===== config.mk =====
export PLATFORM = sky130hd
export DESIGN_NAME = pktbuf_mgr
export DESIGN_NICKNAME = d
export VERILOG_FILES = /design/src/rtl/pktbuf_pkg.sv /design/src/rtl/pktbuf_queue.sv /design/src/rtl/pktbuf_pool.sv /design/src/rtl/pktbuf_mgr.sv
export SDC_FILE = /design/constraint.sdc
export NUM_CORES = 1
export LEC_CHECK = 0
export BUFFER_PORTS_ARGS = -buffer_cell sky130_fd_sc_hd__buf_2
export CORE_MARGIN = 5
export CORE_UTILIZATION = 65
export CTS_BUF_LIST = sky130_fd_sc_hd__clkbuf_16
export CTS_CLUSTER_DIAMETER = 150
export CTS_CLUSTER_SIZE = 10
export DETAILED_ROUTE_END_ITERATION = 12
export PLACE_DENSITY = 0.92
export SETUP_SLACK_MARGIN = 0.02
export SYNTH_ARGS = -nofsm -noshare
export SYNTH_HDL_FRONTEND = slang
export SYNTH_SLANG_ARGS = --single-unit

===== constraint.sdc =====
create_clock -name clk -period 4.65 [get_ports clk]
set_input_delay 0.93 -clock clk [delete_from_list [all_inputs] [get_ports clk]]
set_output_delay 0.93 -clock clk [all_outputs]
set_load 0.05 [all_outputs]

===== src/rtl/pktbuf_pkg.sv =====
package pktbuf_pkg;

    typedef enum logic [2:0] {
        OP_NOP     = 3'd0,
        OP_ALLOC   = 3'd1,
        OP_RESET   = 3'd2,
        OP_RXPOP   = 3'd3,
        OP_RXFREE  = 3'd4,
        OP_RELEASE = 3'd5,
        OP_TXPUSH  = 3'd6,
        OP_SPARE   = 3'd7
    } mgr_op_e;

    typedef enum logic {
        ST_IDLE,
        ST_SCAN
    } mgr_state_e;

endpackage


===== src/rtl/pktbuf_queue.sv =====
module pktbuf_queue #(
    parameter int W     = 4,
    parameter int DEPTH = 16
) (
    input  logic         clk,
    input  logic         rst_n,
    input  logic         clear,
    input  logic         push,
    input  logic [W-1:0] push_data,
    input  logic         pop,
    output logic [W-1:0] head,
    output logic         empty,
    output logic         full
);
    localparam int AW = $clog2(DEPTH);

    logic [W-1:0] mem [DEPTH];
    logic [AW:0]  wp;
    logic [AW:0]  rp;
    logic         push_ok;
    logic         pop_ok;

    assign empty   = (wp == rp);
    assign full    = (wp[AW] != rp[AW]) && (wp[AW-1:0] == rp[AW-1:0]);
    assign push_ok = push && !full && !clear;
    assign pop_ok  = pop && !empty && !clear;
    assign head    = mem[rp[AW-1:0]];

    always_ff @(posedge clk or negedge rst_n) begin
        if (!rst_n) begin
            wp <= '0;
            rp <= '0;
        end else if (clear) begin
            wp <= '0;
            rp <= '0;
        end else begin
            if (push_ok) wp <= wp + 1'b1;
            if (pop_ok)  rp <= rp + 1'b1;
        end
    end

    always_ff @(posedge clk) begin
        if (push_ok) mem[wp[AW-1:0]] <= push_data;
    end


    full_push_drop_chk: assert property (@(posedge clk) disable iff (!rst_n)
        (full && push && !pop && !clear) |=> full);


    empty_pop_hold_chk: assert property (@(posedge clk) disable iff (!rst_n)
        (empty && pop && !push && !clear) |=> empty);

endmodule


===== src/rtl/pktbuf_pool.sv =====
module pktbuf_pool #(
    parameter int N  = 16,
    parameter int IW = 4
) (
    input  logic          clk,
    input  logic          rst_n,
    input  logic          clr_all,
    input  logic          alloc_en,
    input  logic          mark_en,
    input  logic [IW-1:0] mark_idx,
    input  logic          rel_en,
    input  logic [IW-1:0] rel_idx,
    output logic [IW-1:0] free_idx,
    output logic          any_free
);
    logic [N-1:0] used;

    always_ff @(posedge clk or negedge rst_n) begin
        if (!rst_n) begin
            used <= '0;
        end else if (clr_all) begin
            used <= '0;
        end else begin
            if (rel_en)              used[rel_idx]  <= 1'b0;
            if (alloc_en && any_free) used[free_idx] <= 1'b1;
            if (mark_en)             used[mark_idx] <= 1'b1;
        end
    end

    // lowest free entry wins: scan from the top so the last hit is the lowest
    always_comb begin
        any_free = 1'b0;
        free_idx = '0;
        for (int i = N - 1; i >= 0; i--) begin
            if (!used[i]) begin
                any_free = 1'b1;
                free_idx = IW'(i);
            end
        end
    end


    alloc_takes_chk: assert property (@(posedge clk) disable iff (!rst_n)
        (alloc_en && any_free && !clr_all && !rel_en) |=> (!any_free || free_idx != $past(free_idx)));

endmodule


===== src/rtl/pktbuf_mgr.sv =====
module pktbuf_mgr
    import pktbuf_pkg::*;
#(
    parameter int POOL_N  = 16,
    parameter int Q_DEPTH = 16,
    parameter int PNW     = $clog2(POOL_N)
) (
    input  logic           clk,
    input  logic           rst_n,
    input  logic           cmd_wr,
    input  logic [2:0]     cmd_op,
    input  logic           pnum_wr,
    input  logic [PNW-1:0] pnum_wdata,
    input  logic           rx_push,
    input  logic [PNW-1:0] rx_pnum,
    input  logic           tx_pop,
    output logic           busy,
    output logic [PNW-1:0] alloc_num,
    output logic           alloc_fail,
    output logic           alloc_int,
    output logic [PNW-1:0] rx_head,
    output logic           rx_int,
    output logic           rx_ready,
    output logic [PNW-1:0] tx_head,
    output logic           tx_valid
);
    localparam logic [PNW-1:0] LAST_IDX = PNW'(POOL_N - 1);

    mgr_state_e     state, state_nx;
    logic [PNW-1:0] scan_idx;
    logic [PNW-1:0] target;
    logic [PNW-1:0] pnum_q;
    logic           accept;
    logic           do_alloc, do_reset, do_rxpop, do_rxfree, do_release, do_txpush;
    logic           rx_empty, rx_full, tx_empty, tx_full;
    logic           scan_last, rel_en;
    logic [PNW-1:0] free_idx;
    logic           any_free;

    assign accept     = cmd_wr && (state == ST_IDLE);
    assign do_alloc   = accept && (cmd_op == OP_ALLOC);
    assign do_reset   = accept && (cmd_op == OP_RESET);
    assign do_rxfree  = accept && (cmd_op == OP_RXFREE) && !rx_empty;
    assign do_rxpop   = (accept && (cmd_op == OP_RXPOP)) || do_rxfree;
    assign do_release = accept && (cmd_op == OP_RELEASE);
    assign do_txpush  = accept && (cmd_op == OP_TXPUSH);
    assign scan_last  = (scan_idx == LAST_IDX);
    assign rel_en     = (state == ST_SCAN) && (scan_idx == target);

    assign busy     = (state == ST_SCAN);
    assign rx_int   = !rx_empty;
    assign rx_ready = !rx_full;
    assign tx_valid = !tx_empty;

    always_comb begin
        state_nx = state;
        unique case (state)
            ST_IDLE: if (do_rxfree || do_release) state_nx = ST_SCAN;
            ST_SCAN: if (scan_last)               state_nx = ST_IDLE;
            default: state_nx = ST_IDLE;
        endcase
    end

    always_ff @(posedge clk or negedge rst_n) begin
        if (!rst_n) begin
            state    <= ST_IDLE;
            scan_idx <= '0;
            target   <= '0;
        end else begin
            state <= state_nx;
            if (state == ST_IDLE) begin
                scan_idx <= '0;
                if (do_rxfree)       target <= rx_head;
                else if (do_release) target <= pnum_q;
            end else begin
                scan_idx <= scan_idx + 1'b1;
            end
        end
    end

    always_ff @(posedge clk or negedge rst_n) begin
        if (!rst_n) begin
            pnum_q     <= '0;
            alloc_num  <= '0;
            alloc_fail <= 1'b0;
            alloc_int  <= 1'b0;
        end else begin
            if (pnum_wr) pnum_q <= pnum_wdata;
            if (do_reset) begin
                alloc_num  <= '0;
                alloc_fail <= 1'b0;
                alloc_int  <= 1'b0;
            end else if (do_alloc) begin
                if (any_free) begin
                    alloc_num  <= free_idx;
                    alloc_fail <= 1'b0;
                    alloc_int  <= 1'b1;
                end else begin
                    alloc_fail <= 1'b1;
                end
            end
        end
    end

    pktbuf_pool #(.N(POOL_N), .IW(PNW)) u_pool (
        .clk      (clk),
        .rst_n    (rst_n),
        .clr_all  (do_reset),
        .alloc_en (do_alloc),
        .mark_en  (rx_push && !rx_full && !do_reset),
        .mark_idx (rx_pnum),
        .rel_en   (rel_en),
        .rel_idx  (scan_idx),
        .free_idx (free_idx),
        .any_free (any_free)
    );

    pktbuf_queue #(.W(PNW), .DEPTH(Q_DEPTH)) u_rxq (
        .clk       (clk),
        .rst_n     (rst_n),
        .clear     (do_reset),
        .push      (rx_push),
        .push_data (rx_pnum),
        .pop       (do_rxpop),
        .head      (rx_head),
        .empty     (rx_empty),
        .full      (rx_full)
    );

    pktbuf_queue #(.W(PNW), .DEPTH(Q_DEPTH)) u_txq (
        .clk       (clk),
        .rst_n     (rst_n),
        .clear     (do_reset),
        .push      (do_txpush),
        .push_data (pnum_q),
        .pop       (tx_pop),
        .head      (tx_head),
        .empty     (tx_empty),
        .full      (tx_full)
    );


    busy_ignore_chk: assert property (@(posedge clk) disable iff (!rst_n)
        (busy && cmd_wr) |=> ($stable(alloc_num) && $stable(alloc_int) && $stable(alloc_fail)));


    scan_end_chk: assert property (@(posedge clk) disable iff (!rst_n)
        (busy && scan_last) |=> !busy);


    busy_cause_chk: assert property (@(posedge clk) disable iff (!rst_n)
        $rose(busy) |-> $past(cmd_wr && (cmd_op == 3'd4 || cmd_op == 3'd5)));


    reset_cmd_chk: assert property (@(posedge clk) disable iff (!rst_n)
        (accept && cmd_op == 3'd2) |=> (!rx_int && !tx_valid && !alloc_int && !alloc_fail));


    rx_int_fall_chk: assert property (@(posedge clk) disable iff (!rst_n)
        $fell(rx_int) |-> $past(accept && (cmd_op == 3'd2 || cmd_op == 3'd3 || cmd_op == 3'd4)));

endmodule


### Word-level counts from Yosys, hierarchy flattened

Memories as Yosys holds them, arrays and structs flattened.
Cells that the tools add are included.

| word-level totals | value |
|---|---|
| RAM bits | 128 |
| word-level logic and storage cells | 154 |
| output and inout port bits | 18 |
| memories kept | 2 |
| bits in registers | 55 |
| bits of input ports | 17 |

Memory list:

| memory | depth | bits a word | read ports | clocked after memory_dff | wr ports | line | RTL |
|---|---|---|---|---|---|---|---|
| u_rxq.mem | 16 | 4 | 1 | 0 | 1 | pktbuf_queue.sv:17 | `logic [W-1:0] mem [DEPTH];` |
| u_txq.mem | 16 | 4 | 1 | 0 | 1 | pktbuf_queue.sv:17 |  |

| cells by class | value |
|---|---|
| reductions and logical operators | 39 |
| add/sub/neg operators | 5 |
| eq/ne operators | 14 |
| muxes and demuxes | 71 |
| bitwise operators | 5 |
| order comparisons | 6 |

Operator list:

| cell | count |
|---|---|
| 2-to-1 mux 16 bit | 6 |
| 2-to-1 mux 4 bit | 22 |
| 2-to-1 mux 5 bit | 8 |
| bitwise OR 16 bit | 2 |
| 2-to-1 mux 1 bit | 31 |
| logical AND 1 bit | 23 |
| adder 5 x 1 -> 5 bit (second input constant) | 4 |
| AND 16 bit | 1 |
| NOT 16 bit | 1 |
| < comparator 4 x 5 -> 1 bit (second input constant) | 3 |
| nonzero test 2 bit | 7 |
| demux 1 bit (select 4 bit) | 3 |
| == test 4 bit | 3 |
| greater-or-equal comparator 4 x 1 -> 1 bit (second input constant) | 3 |
| == test 5 bit | 2 |
| == test 3 bit (second input constant) | 3 |
| == test 3 x 2 -> 1 bit (second input constant) | 2 |
| logical NOT 1 bit | 5 |
| adder 4 x 1 -> 4 bit (second input constant) | 1 |
| == test 4 bit (second input constant) | 1 |
| AND reduction 2 bit | 2 |
| == test 3 x 1 -> 1 bit (second input constant) | 1 |
| logical OR 1 bit | 2 |
| inequality test 1 bit | 2 |
| 2 further kinds | 2 |

### Logic depth before layout (Yosys ltp)

Gate-level depths: netlist of the first run.

| depth | value |
|---|---|
| depth in word-level cells | 26 |
| gate-level depth with buffers | 7 |
| gate-level depth less buffers | 6 |

### Hierarchy

From an unflattened synthesis of the first run, not the netlist that was laid out.

| second synthesis, totals | value |
|---|---|
| cell total of the unflattened synthesis | 685 |
| area total of the unflattened synthesis | 8939.8 µm² |

Modules (own cells, without submodules):

| module | instances | cells an instance | area each (µm²) | sequential area each (µm²) |
|---|---|---|---|---|
| pktbuf_queue (u_rxq) | 1 | 217 | 3385.7 | 2172.1 |
| pktbuf_queue (u_txq) | 1 | 214 | 3333.2 | 2172.1 |
| pktbuf_pool | 1 | 149 | 1203.7 | 400.4 |
| pktbuf_mgr | 1 | 105 | 1017.2 | 475.5 |

### Worst setup path before layout of the first run

OpenSTA, ideal clock, no wires.

| timing path | value |
|---|---|
| kind | reg2out |
| from | reg u_txq.rp[0] |
| to | out tx_head[0] |
| path buffers | 2 |
| slack | 1.741 ns |
| arrival | 1.979 ns |
| required time | 3.720 ns |
| cell stages (with the launch flop) | 5 |
| path through | dfrtp_1 > buf_4 > buf_2 > mux4_2 > mux4_2 |

| between the ends | value |
|---|---|
| word-level cells in the longest chain between the ends | 1 |

Ends and longest elaborated chain:

| item | line | RTL |
|---|---|---|
| from (decl) | pktbuf_queue.sv:19 | `logic [AW:0] rp;` |
| from (signal assigned) | pktbuf_queue.sv:38 | `if (pop_ok) rp <= rp + 1'b1;` |
| memory (16 x 4 bit) | -- |  |
| to (decl) | pktbuf_mgr.sv:24 | `output logic [PNW-1:0] tx_head,` |

Every way passes these cells.

### Worst setup path after layout of the first run

| timing path | value |
|---|---|
| from | reg u_txq.rp[0] |
| to | out tx_head[2] |

The elaborated chain is that of the path after synthesis.

==> results.ini, run 1 <==
[routing]
vias_per_cell=6.62
drc=0
routed_wl_mm=18.9
num_vias=5320
wl_met2_mm=9.40
drtIter0Drc=667
wl_met3_mm=1.58
ant_nets=0
wl_per_cell_um=23.6
highest_layer=met5
drt-pass1-iter-count=6
wl_met1_mm=7.18

[logic_synthesis]
ys_seq_area_share_pct=63.1
yosysWarnings=0
ys_ff_latch=183
netlist_instances=583
syn_area_um2=8270
synth_ff_type=edfxtp_1
ys_top_cells_by_area=edfxtp_1 (46%), dfrtp_1 (17%), mux4_2 (8.4%), nor2_1 (2.6%), nand2_1 (2.4%)
netlist.area_leader.share_pct=46.5
syn_nets=614
yosysUniqueCellTypes=57
synth_edf_count=128
synth_top_cell_by_area=edfxtp_1
async_reset_ff_share_pct=30.1
synth_area_per_cell_um2=14.2

[placement]
dp_hpwl_mm=12.5
gp_congestion=0.949
dp_cells=772
port-buffer-count=34

[timing]
worstMarginPinSlew_ns=1.16
period_needed_ns=3.83
timing.final.crit_share_pct=82.5
rsz0062_at_grt=false
maxSlewViolCount=0
hold_viol=0
relSlewSlack_pct=22.6
setup_tns_ns=0
max_freq_mhz=261
skew_ns=0.0111
finalSetupViolCount=0

[floorplanning]
die_w_um=123
initial_core_util_pct=65.8
fp.dieArea_um2=15100
row_count=41
coreArea_um2=12600
pin_count=35
die_height_um=123

[cts]
insertion_delay_ns=0.44
htreeDepth=4
cts_hold_buf=0
cts_root_buffer=clkbuf_16
cts_tree=done
cts_resized=0
cts_buffer_depth=2
cts.sinks=183
cts.reportedPaths.clkPinSlew_ns=0.07
post_cts_buffers=0
cts_buffers=17

[layout]
final_common_cell=edfxtp_1
layout-drive-gt1-share_pct=18.4
layout_common_cells=edfxtp_1 (128), nor2_1 (57), dfrtp_1 (55), nand2_1 (52), buf_2 (34)
syn_to_final_growth_pct=10.3
antenna_cells=0
final_util_pct=72.6
fin_nets=650
instances_no_fill=804

[setup_path]
cp-start-kind=register
required_ns=3.72
crit_fanout=20
cp-end-kind=output pin
worst_ep_arrival_time_ns=2.90
critPathKind=register to output pin

[run]
maxCapViolCount=0

[grt]
grt_max_degree=56
grt_pass1_wl_mm=30.1
antenna_found_initial=1
track_usage_pct=27.6
gr-total-overflow=0
grt_pass1_vias=5325

[power_and_ir_drop]
p_per_area_nw_per_um2=625
power.leakage_nw=3.33
vdd_ir_drop_max_mv=0.569

[hold_path]
min_path_type=register to register

[outcome]
run_status=complete, no violations

cells in the mapped netlist (2+ instances only):
| cell | instances |
|---|---|
| xor2_1 | 21 |
| inv_1 | 24 |
| a31oi_1 | 4 |
| o21ai_0 | 6 |
| dfrtp_1 | 55 |
| nand4_1 | 11 |
| o221ai_1 | 9 |
| a22oi_1 | 12 |
| a31o_2 | 2 |
| a32oi_1 | 6 |
| nor2b_1 | 5 |
| clkbuf_1 | 7 |
| mux2i_1 | 2 |
| nand3b_1 | 3 |
| o21a_1 | 4 |
| nand3_1 | 13 |
| ha_1 | 14 |
| nand2b_1 | 6 |
| mux4_1 | 5 |
| a21oi_1 | 17 |
| nor3_1 | 10 |
| nand2_1 | 52 |
| or3_1 | 3 |
| nor2_1 | 57 |
| mux2_2 | 4 |
| a211oi_4 | 2 |
| o22ai_1 | 3 |
| buf_6 | 2 |
| o21ai_1 | 9 |
| mux4_2 | 31 |
| buf_2 | 6 |
| nor4_1 | 3 |
| edfxtp_1 | 128 |
| buf_4 | 4 |
| and4_1 | 2 |
| and2_1 | 7 |
| xnor2_1 | 12 |
| and3_1 | 3 |
kinds of logic (layout without fill, tap and decap cells):
kind of cell,after synthesis,count (layout),synth area share (%)
AO/OA/AOI/OAI,83,83,7.17
AND/OR/NAND/NOR,184,184,10.9
buffers and inverters,44,93,2.45
adder cells (fa/ha/maj),14,14,2.12
multiplexers,42,42,10.8
flip-flops,183,183,63.1
XOR/XNOR,33,33,3.49
cell type report:
type                       instances  area (um2)
clock buffer                      17         425
clock inverter                    15         133
fill                             773        3440
inverter                          24        90.1
multi-input combinational        356        2850
sequential                       183        5220
tap                              172         215
timing repair buffer              37         193
stage by stage:
stage | hold slack, ns | total power [mW] | cell area (um2) | setup slack (ns)
global placement | 0.460 | 4.20 | 8570 | 1.42
CTS | 0.491 | 5.69 | 9130 | 0.772
floorplan | 0.490 | 3.85 | 8270 | 1.74
detailed placement | 0.469 | 4.31 | 8570 | 1.27
finish | 0.482 | 5.70 | 9130 | 0.816
global route | 0.501 | 5.98 | 9130 | 0.614
power by group:
part | internal, mW | total, mW | switching [mW]
Sequential | 2.01 | 2.49 | 0.486
Combinational | 0.743 | 1.85 | 1.11
Clock | 0.706 | 1.36 | 0.654
worst max-delay path, stage by stage (launching register included):
cell and delay (ns):
dfrtp_1 1.11, mux4_2 0.64, mux4_2 0.48, buf_2 0.23
path summary, 6_finish.rpt:
| check | slack (ns) | cells after the start | from | end |
|---|---|---|---|---|
| worst max register to register | 1.52 | 5 | u_txq.rp[0]$_DFFE_PN0P_ | u_txq.mem[0][3]$_DFFE_PP_ |
| worst min-delay path | 0.48 | 1 | alloc_int$_DFFE_PN0P_ | alloc_int$_DFFE_PN0P_ |
| worst max-delay path | 0.82 | 3 | u_txq.rp[0]$_DFFE_PN0P_ | tx_head[2] |
| min in group asynchronous | 0.63 | 2 | rst_n | alloc_num[1]$_DFFE_PN0P_ |
| worst min register to register | 0.48 | 1 | alloc_int$_DFFE_PN0P_ | alloc_int$_DFFE_PN0P_ |
| max in group asynchronous | 3.54 | 2 | rst_n | u_rxq.wp[2]$_DFFE_PN0P_ |
routing by layer:
| metal | vias to the layer above | global-route usage [%] |
|---|---|---|
| met5 | - | 0 |
| met2 | 340 | 44.2 |
| met1 | 2627 | 36.1 |
| met4 | 2 | 13.4 |
| li1 | 2290 | - |
| met3 | 61 | 6.04 |
sequential cells by signal (all words and copies together) (netlist names), 4 cells and up:
register and cells:
alloc_num 4, u_txq.rp 5, u_rxq.rp 5, scan_idx 4
u_txq.wp 5, target 4, u_pool.used 16, u_rxq.mem 64
u_txq.mem 64, u_rxq.wp 5, pnum_q 4
Power figures use the tool's default switching activity.
==> inputs of run 2 (changes only) <==
CORE_UTILIZATION = 61   (was 65)
PLACE_DENSITY = 0.88   (was 0.92)
clock period = 3.67 ns   (was 4.65 ns; I/O delays follow)
==> results.ini, run 2 (same netlist as run 1, synthesis figures left out) <==
[power_and_ir_drop]
intPower_mw=4.57  ; was 3.46 mW
vdd_ir_drop_max_mv=0.631  ; was 0.569 mV
p_per_area_nw_per_um2=797  ; was 625 nW/um2
p_total_mw=7.32  ; was 5.70 mW
p_sw_mw=2.75  ; was 2.25 mW
p_sw_share_pct=37.6  ; was 39.4%
seq_power_share_pct=41.3  ; was 43.7%
power.leakage_nw=3.35  ; was 3.33 nW
clock_power_share_pct=24.9  ; was 23.8%
combPwrFrac_pct=33.9  ; was 32.5%

[grt]
grt_pass1_vias=5211  ; was 5325
gr-total-overflow=0  ; unchanged
track_usage_pct=24.0  ; was 27.6%
grt_max_degree=31  ; was 56
antenna_found_initial=0  ; was 1
grt_pass1_wl_mm=28.9  ; was 30.1 mm

[layout]
final_area_um2=9180  ; was 9130 um2
antenna_cells=0  ; unchanged
syn_to_final_growth_pct=10.9  ; was 10.3%
layout_common_cells=edfxtp_1 (128), nor2_1 (57), dfrtp_1 (55), nand2_1 (52), buf_2 (34)  ; unchanged
layout-drive-gt1-share_pct=18.3  ; was 18.4%
final_common_cell=edfxtp_1  ; unchanged
fin_nets=653  ; was 650
fill_cells=865  ; was 773

[setup_path]
cp-start-kind=register  ; unchanged
required_ns=2.94  ; was 3.72 ns
crit_top_cell=mux4_2  ; unchanged
critPathKind=register to output pin  ; unchanged
crit_fanout=20  ; unchanged
crit_slowest_cell=dfrtp_1  ; unchanged
max_stage_delay_ns=0.89  ; was 1.11 ns
crit_start=u_txq.rp[1]$_DFFE_PN0P_  ; was u_txq.rp[0]$_DFFE_PN0P_
cp-end-kind=output pin  ; unchanged
crit_end=tx_head[0]  ; was tx_head[2]
critical_path.cell_chain=mux4_2, mux4_2, buf_2  ; unchanged
reg2reg_from=u_txq.rp[1]$_DFFE_PN0P_  ; was u_txq.rp[0]$_DFFE_PN0P_
reg2reg_slack_ns=0.76  ; was 1.52 ns
reg2reg_depth=5  ; unchanged
worstReg2RegEnd=u_txq.mem[0][0]$_DFFE_PP_  ; was u_txq.mem[0][3]$_DFFE_PP_
worst_ep_arrival_time_ns=2.46  ; was 2.90 ns

[routing]
drt-pass1-iter-count=6  ; unchanged
vias_per_cell=6.37  ; was 6.62
wl_per_cell_um=22.6  ; was 23.6 um
drc=0  ; unchanged
drtIter0Drc=591  ; was 667
routed_wl_mm=18.3  ; was 18.9 mm
num_vias=5161  ; was 5320
ant_nets=0  ; unchanged

[timing]
max_freq_mhz=314
maxSlewViolCount=0  ; unchanged
worstMarginPinSlew_ns=0.831  ; was 1.16 ns
timing.final.crit_share_pct=86.9
skew_ns=0.00719  ; was 0.0111 ns
relSlewSlack_pct=44.6  ; was 22.6%
hold_viol=0  ; unchanged
rsz0062_at_grt=false  ; unchanged
finalSetupViolCount=0  ; unchanged
period_needed_ns=3.19
setup_tns_ns=0  ; unchanged

[placement]
dp_hpwl_mm=12.2  ; was 12.5 mm
gp_congestion=0.909  ; was 0.949
port-buffer-count=34  ; unchanged
place_area_um2=8600  ; was 8570 um2

[outcome]
run_status=complete, no violations  ; unchanged

[floorplanning]
fp.dieArea_um2=16000  ; was 15100 um2
die_w_um=126  ; was 123 um
row_count=42  ; was 41
die_height_um=126  ; was 123 um
initial_core_util_pct=62.2  ; was 65.8%
coreArea_um2=13300  ; was 12600 um2
pin_count=35  ; unchanged

[cts]
insertion_delay_ns=0.43  ; was 0.44 ns
cts.reportedPaths.clkPinSlew_ns=0.07  ; about the same
cts_resized=0  ; unchanged
cts_root_buffer=clkbuf_16  ; unchanged
cts_buffer_depth=2  ; unchanged
cts_tree=done  ; unchanged
post_cts_buffers=0  ; unchanged
cts_buffers=17  ; unchanged
cts_hold_buf=0  ; unchanged
cts.sinks=183  ; unchanged
htreeDepth=4  ; unchanged

[hold_path]
min_path_type=primary input to asynchronous set/reset pin  ; was register to register

[run]
maxCapViolCount=0  ; unchanged

run 2: changes by cell type in the layout (fill, tap and decap cells not counted):
cell,change
clkinv_4,-1
buf_4,+3
clkinv_2,+2
inv_8,-5
bufinv_16,+3
inv_6,-2
clkinv_1,+2
run 2: per-layer routing:
metal  wire length (um)  GRT usage, %  share of wire (%)
met1               6950          30.7                 38
met2               9540          41.3                 52
met3               1390          6.01                7.6
met4                412          6.25                2.3
met5                  0             0                  0
run 2: worst max-delay path, delay by kind of cell, from the launching register on:
kind     cells  cell delay (ns)
flops        1             0.89
buf+inv      1             0.22
mux          2             0.91
run 2: worst min-delay path by stage:
stage | start | end | slack, ns | cells after the start
global route | rst_n | u_pool.used[8]$_DFF_PN0_ | 0.40 | 1
finish | rst_n | u_pool.used[8]$_DFF_PN0_ | 0.34 | 1
global placement | alloc_int$_DFFE_PN0P_ | alloc_int$_DFFE_PN0P_ | 0.45 | 1
CTS | rst_n | u_pool.used[9]$_DFF_PN0_ | 0.36 | 1
detailed placement | alloc_int$_DFFE_PN0P_ | alloc_int$_DFFE_PN0P_ | 0.48 | 1
floorplan | rst_n | alloc_fail$_DFFE_PN0P_ | 0.44 | 0
run 2: power by group through the flow:
stage	Clock (mW)	Sequential (mW)	Combinational, mW
floorplan	0	2.93	1.94
global placement	0	3.01	2.35
detailed placement	0	3.04	2.43
CTS	1.83	3.00	2.48
global route	1.93	3.06	2.68
finish	1.82	3.02	2.48
run 2: layout make-up:
type	count	area (um2)	share of cell area, %
repair buffers	40	215	2.34
multi-input cells	356	2850	31.1
well taps	176	220	2.40
clock buffers	17	425	4.63
inverters	24	90.1	0.981
flip-flops and latches	183	5220	56.9
clock inverters	14	158	1.72
run 2: metrics by stage:
| stage | hold WS [ns] | util (%) | instances | worst slack [ns] |
|---|---|---|---|---|
| after global placement | 0.455 | 64.7 | 779 | 1.01 |
| after detailed placement | 0.482 | 64.7 | 779 | 0.800 |
| final | 0.337 | 69.0 | 810 | 0.480 |
| after CTS | 0.357 | 69.0 | 810 | 0.477 |
| after floorplan | 0.438 | - | 583 | 0.957 |
| after global routing | 0.397 | 69.0 | 810 | 0.395 |
